`src/rtl/init_phase_pkg.sv`:
```
package init_phase_pkg;
  parameter int unsigned PH_SCALE_W = 32;
  parameter int unsigned PH_FRAC_W  = 16;
  parameter int unsigned PH_FIELD_W = 14;
  parameter int unsigned PH_OUT_W   = 16;
  parameter int unsigned PH_SYNC_STAGES = 2;

  typedef enum logic [1:0] {
    SUB_RSV0 = 2'd0,
    SUB_ONE  = 2'd1,
    SUB_TWO  = 2'd2,
    SUB_RSV3 = 2'd3
  } sub_code_e;
endpackage

```
`src/rtl/iphase_rst_sync.sv`:
```
module iphase_rst_sync #(
  parameter int unsigned STAGES = init_phase_pkg::PH_SYNC_STAGES
) (
  input  logic clk,
  input  logic arst_n,
  output logic srst_n
);
  logic [STAGES-1:0] chain_q;
  logic [STAGES-1:0] chain_d;

  always_comb begin
    chain_d = {chain_q[STAGES-2:0], 1'b1};
  end

  always_ff @(posedge clk or negedge arst_n) begin
    if (!arst_n) chain_q <= '0;
    else         chain_q <= chain_d;
  end

  assign srst_n = chain_q[STAGES-1];
endmodule

```
`src/rtl/iphase_sum.sv`:
```
module iphase_sum
  import init_phase_pkg::*;
#(
  parameter int unsigned SCALE_W = PH_SCALE_W,
  parameter int unsigned FRAC_W  = PH_FRAC_W,
  localparam int unsigned ACC_W  = SCALE_W + 2
) (
  input  logic [SCALE_W-1:0]      scale_in,
  input  logic [1:0]              sub_sel,
  input  logic                    cosite,
  output logic signed [ACC_W-1:0] phase_s,
  output logic                    sub_bad
);
  localparam logic signed [ACC_W-1:0] HALF_S    = ACC_W'(1) <<< (FRAC_W - 1);
  localparam logic signed [ACC_W-1:0] QUARTER_S = ACC_W'(1) <<< (FRAC_W - 2);

  logic signed [ACC_W-1:0] step_s;
  logic signed [ACC_W-1:0] site_s;
  logic                    is_two;

  always_comb begin
    is_two  = (sub_code_e'(sub_sel) == SUB_TWO);
    sub_bad = !((sub_code_e'(sub_sel) == SUB_ONE) || is_two);
    if (is_two) step_s = $signed(ACC_W'(scale_in >> 2));
    else        step_s = $signed(ACC_W'(scale_in >> 1));
    site_s  = (cosite && is_two) ? QUARTER_S : '0;
    phase_s = step_s + site_s - HALF_S;
  end
endmodule

```
`src/rtl/iphase_pack.sv`:
```
module iphase_pack
  import init_phase_pkg::*;
#(
  parameter int unsigned ACC_W   = PH_SCALE_W + 2,
  parameter int unsigned FRAC_W  = PH_FRAC_W,
  parameter int unsigned FIELD_W = PH_FIELD_W,
  parameter int unsigned OUT_W   = PH_OUT_W
) (
  input  logic signed [ACC_W-1:0] phase_s,
  input  logic                    sub_bad,
  output logic [OUT_W-1:0]        word,
  output logic                    err
);
  localparam logic signed [ACC_W-1:0] ONE_S  = ACC_W'(1) <<< FRAC_W;
  localparam logic signed [ACC_W-1:0] HALF_S = ACC_W'(1) <<< (FRAC_W - 1);
  localparam logic signed [ACC_W-1:0] HI_S   = ONE_S + HALF_S;
  localparam logic signed [ACC_W-1:0] LO_S   = -HALF_S;

  logic                    neg;
  logic                    trip;
  logic signed [ACC_W-1:0] wrapped;
  logic [FIELD_W-1:0]      field;

  always_comb begin
    neg     = (phase_s < 0);
    err     = sub_bad || (phase_s > HI_S) || (phase_s < LO_S);
    wrapped = neg ? (phase_s + ONE_S) : phase_s;
    field   = FIELD_W'(wrapped >>> 2);
    trip    = !neg;
    word    = err ? '0 : OUT_W'({trip, field});
  end
endmodule

```
`src/rtl/init_phase_calc.sv`:
```
module init_phase_calc
  import init_phase_pkg::*;
#(
  parameter int unsigned SCALE_W = PH_SCALE_W,
  parameter int unsigned FRAC_W  = PH_FRAC_W,
  parameter int unsigned FIELD_W = PH_FIELD_W,
  parameter int unsigned OUT_W   = PH_OUT_W,
  localparam int unsigned ACC_W  = SCALE_W + 2
) (
  input  logic               clk,
  input  logic               rst_n,
  input  logic               in_valid,
  input  logic [SCALE_W-1:0] scale_in,
  input  logic [1:0]         sub_sel,
  input  logic               cosite,
  output logic               out_valid,
  output logic [OUT_W-1:0]   phase_word,
  output logic               range_err
);
  logic                    rst_sync_n;
  logic signed [ACC_W-1:0] phase_s;
  logic                    sub_bad;
  logic [OUT_W-1:0]        word_c;
  logic                    err_c;

  logic                    vld_d, vld_q;
  logic [OUT_W-1:0]        word_d, word_q;
  logic                    err_d, err_q;

  iphase_rst_sync #(.STAGES(PH_SYNC_STAGES)) u_rst (
    .clk    (clk),
    .arst_n (rst_n),
    .srst_n (rst_sync_n)
  );

  iphase_sum #(.SCALE_W(SCALE_W), .FRAC_W(FRAC_W)) u_sum (
    .scale_in (scale_in),
    .sub_sel  (sub_sel),
    .cosite   (cosite),
    .phase_s  (phase_s),
    .sub_bad  (sub_bad)
  );

  iphase_pack #(.ACC_W(ACC_W), .FRAC_W(FRAC_W), .FIELD_W(FIELD_W), .OUT_W(OUT_W)) u_pack (
    .phase_s (phase_s),
    .sub_bad (sub_bad),
    .word    (word_c),
    .err     (err_c)
  );

  always_comb begin
    vld_d  = in_valid;
    word_d = word_q;
    err_d  = err_q;
    if (in_valid) begin
      word_d = word_c;
      err_d  = err_c;
    end
  end

  always_ff @(posedge clk or negedge rst_sync_n) begin
    if (!rst_sync_n) begin
      vld_q  <= 1'b0;
      word_q <= '0;
      err_q  <= 1'b0;
    end else begin
      vld_q  <= vld_d;
      word_q <= word_d;
      err_q  <= err_d;
    end
  end

  assign out_valid  = vld_q;
  assign phase_word = word_q;
  assign range_err  = err_q;
endmodule

```
`config.mk`:
```
export PLATFORM = sky130hd
export DESIGN_NAME = init_phase_calc
export DESIGN_NICKNAME = d
export VERILOG_FILES = /design/src/rtl/init_phase_pkg.sv /design/src/rtl/iphase_rst_sync.sv /design/src/rtl/iphase_sum.sv /design/src/rtl/iphase_pack.sv /design/src/rtl/init_phase_calc.sv
export SDC_FILE = /design/constraint.sdc
export NUM_CORES = 1
export LEC_CHECK = 0
export ABC_AREA = 1
export BUFFER_PORTS_ARGS = -buffer_cell sky130_fd_sc_hd__buf_2
export CORE_MARGIN = 4
export CORE_UTILIZATION = 38
export CTS_BUF_LIST = sky130_fd_sc_hd__clkbuf_8
export DETAILED_ROUTE_END_ITERATION = 10
export SYNTH_ARGS = -nofsm -noshare
export SYNTH_HDL_FRONTEND = slang
export SYNTH_SLANG_ARGS = --single-unit
export TNS_END_PERCENT = 5
```
`constraint.sdc`:
```
create_clock -name clk -period 0.9 [get_ports clk]
set_input_delay 0.09 -clock clk [delete_from_list [all_inputs] [get_ports clk]]
set_output_delay 0.09 -clock clk [all_outputs]
set_load 0.02 [all_outputs]
```
==> metrics.cfg <==
[setup_path]
r2r_start = range_err
crit_start = sub_sel[0]
regToRegSetupSlack_ns = 0.05
critical_path_class = primary input to flop
path_cells = buf_6 -> inv_4 -> ha_4 -> inv_4 -> nand2_2 -> nand2_1 -> ha_2 -> inv_2 -> ha_4 -> nor3_2 -> nand3_1 -> nor2_1 -> nand2_1 -> a21oi_2 -> nand3_1 -> nor2_1 -> nand2_1 -> nand2_4 -> buf_12 -> nand3b_1 -> nand2_1
reg2regPathDepth = 3
arrival_ns = 2.19
endpoint_kind = flop
critPathMaxStageDelay_ns = 0.20
worstReg2RegEnd = range_err
cp_max_fo = 8
cp_slowest_cell = ha_4
crit_top_cell = nand2_1
crit_required_ns = 1.10
start_kind = primary input

[synth]
async_flop_share_pct = 100.0
synth_largest_area_cell = nand2_1
netlist_area_um2 = 2106
synth_fp_nets = 396
ys_seq_area_share_pct = 22.58
yosysMostFrequentCell = nand2_1
ys_ff_latch = 19
syn_inst = 355
ys_types = 31
synth_flop_cell = dfrtp_1
synth_edf_count = 0
yosys-top-cells-area = nand2_1 29%, dfrtp_1 23%, nand3_2 5.7%
yosys_warnings = 0
synth_top_area_share_pct = 28.70
ys_top_cells_by_count = 161 x nand2_1, 31 x nor2_1, 23 x inv_1
synth.avg_cell_area_um2 = 5.932

[clock_tree]
cts_tree = built
root_buffer = clkbuf_8
clock-sinks = 19
htreeDepth = 1
clock_path_buffers = 2
clk_latency_ns = 0.25
cts_buffers = 3
clk_pin_slew_ns = 0.07

[floorplan]
row_count = 26
die_area_um2 = 6796
die_w_um = 82.44
initial_utilization_pct = 40.21
ios = 56
core_um2 = 5238
die_y_um = 82.44

[outcome]
failed_checks = setup timing
outcome = finished, violations left

[route]
routed_wl_mm = 5.267
drc_errors = 0
drt_iter0_drc = 137
dr_total_vias = 2364
ant_nets = 0
via_per_inst = 4.555
wl_per_cell_um = 10.15
first_pass_iters = 4

[sta]
setup_viol = 17
finalCritPeriodShare_pct = 221.8
fin_setup_tns_ns = -16.77
slew_viol_final = 0
max_freq_ghz = 0.5010
min_period_ns = 1.996
fin_worst_skew_ns = 0.003584
hold_viol_final = 0
setup_ws_ns = -1.096
rsz0062_at_grt = yes

[cells_and_area]
final_nets = 491
synthToLayoutAreaGrowth_pct = 36.30
fin_area_um2 = 2870
finish.utilization_pct = 54.80
diodes = 0
drive_gt1_share_pct = 36.53

[place]
dp_hpwl_mm = 4.398
place_ws_ns = -1.542
gp_congestion = 0.8643
io_buffers = 53
placed_cell_area_um2 = 2760

[global_route]
grt_pass1_vias = 2115
grt_max_degree = 25
grt_usage_pct = 16.24
gr-total-overflow = 0
grt_pass1_wl_mm = 8.942
antenna_found_initial = 0

[power]
total_power_mw = 2.435
power.leakage_nw = 1.589
powerDensity_nw_per_um2 = 848.3
peakVddDrop_mv = 0.8013

[worst_hold_path]
min_to = out_valid
hold_path_class = primary input to flop
whs_path_depth = 1
hp-start = in_valid

[job]
cap_violations = 0

[critical path: cells and delay by family]
| family | cells | cell delay (ns) |
|---|---|---|
| AND/OR/NAND/NOR | 12 | 1.05 |
| adder cells (fa/ha/maj) | 3 | 0.52 |
| AO/OA/AOI/OAI | 1 | 0.11 |
| buffers and inverters | 5 | 0.39 |
[routing by layer]
layer | wire [um] | global-route usage (%)
met1 | 2747 | 23.56
met4 | 30 | 2.326
met3 | 189 | 1.844
met2 | 2298 | 26.36
met5 | 0 | 0
[power by group]
part           switching, mW  total, mW  internal (mW)
clock                  0.269      0.576          0.307
combinational          0.552      0.997          0.445
sequential           0.00153      0.862          0.860
[registers in the layout, indices dropped and copies added, names as in the netlist]
| name | flops |
|---|---|
| phase_word | 15 |
| u_rst.chain_q | 2 |
| range_err | 1 |
| out_valid | 1 |
[worst max path at each step]
stage                      to  slack, ns  cells past startpoint
6_report       phase_word[12]      -1.10                     21
5_1_grt        phase_word[12]      -1.29                     21
4_1_cts        phase_word[12]      -1.11                     21
3_5_place_dp   phase_word[12]      -1.54                     21
3_3_place_gp   phase_word[12]      -1.49                     21
2_1_floorplan  phase_word[14]      -1.45                     23
[cell families (layout without fill, tap and decap cells)]
kind of cell             after synthesis  after routing  share of synthesized area [%]
AND/OR/NAND/NOR                      265            265                          58.23
buffers and inverters                 41            135                          10.99
AO/OA/AOI/OAI                         25             25                          6.061
flip-flops                            19             19                          22.58
adder cells (fa/ha/maj)                3              3                          1.783
other                                  2              2                         0.3566
[cell usage in the layout (no fill, tap or decap), drive strengths merged]
master | Yosys | final
clkinv | 0 | 1
a21oi | 14 | 14
buf | 11 | 102
and2 | 1 | 1
o21bai | 1 | 1
nand3 | 33 | 33
nor2 | 43 | 43
dfrtp | 19 | 19
ha | 3 | 3
clkbuf | 2 | 3
or2 | 2 | 2
dlygate4sd3 | 0 | 1
inv | 28 | 28
conb | 2 | 2
o21ai | 10 | 10
nand4 | 2 | 2
nand3b | 3 | 3
nor3 | 3 | 3
nand2 | 178 | 178
[stage by stage]
| step | std cells | hold slack (ns) |
|---|---|---|
| floorplan | 355 | -0.2056 |
| global placement | 514 | -0.1253 |
| detailed placement | 514 | -0.1237 |
| CTS | 519 | 0.01369 |
| global route | 519 | 0.009687 |
| finish | 519 | 0.01651 |
[cell type report]
type	instances	area (um^2)
inverter	28	110.1
clock inverter	1	5.005
clock buffer	3	41.29
tap	70	87.58
fill	566	2367
sequential	19	475.5
multi-input combinational	295	1444
timing repair buffer	103	706.9
[repair_timing]
item / 4_1_cts / 5_1_grt
setup endpoints to repair: 18 / 29
pin swaps: 5 / 3
hold endpoints to repair: 2 / 0
hold buffers: 1 / 0
gates resized for setup: 7 / 8
buffers inserted: 0 / 0
gates cloned: 0 / 0
No activity file was read; power rests on OpenSTA's default activity.
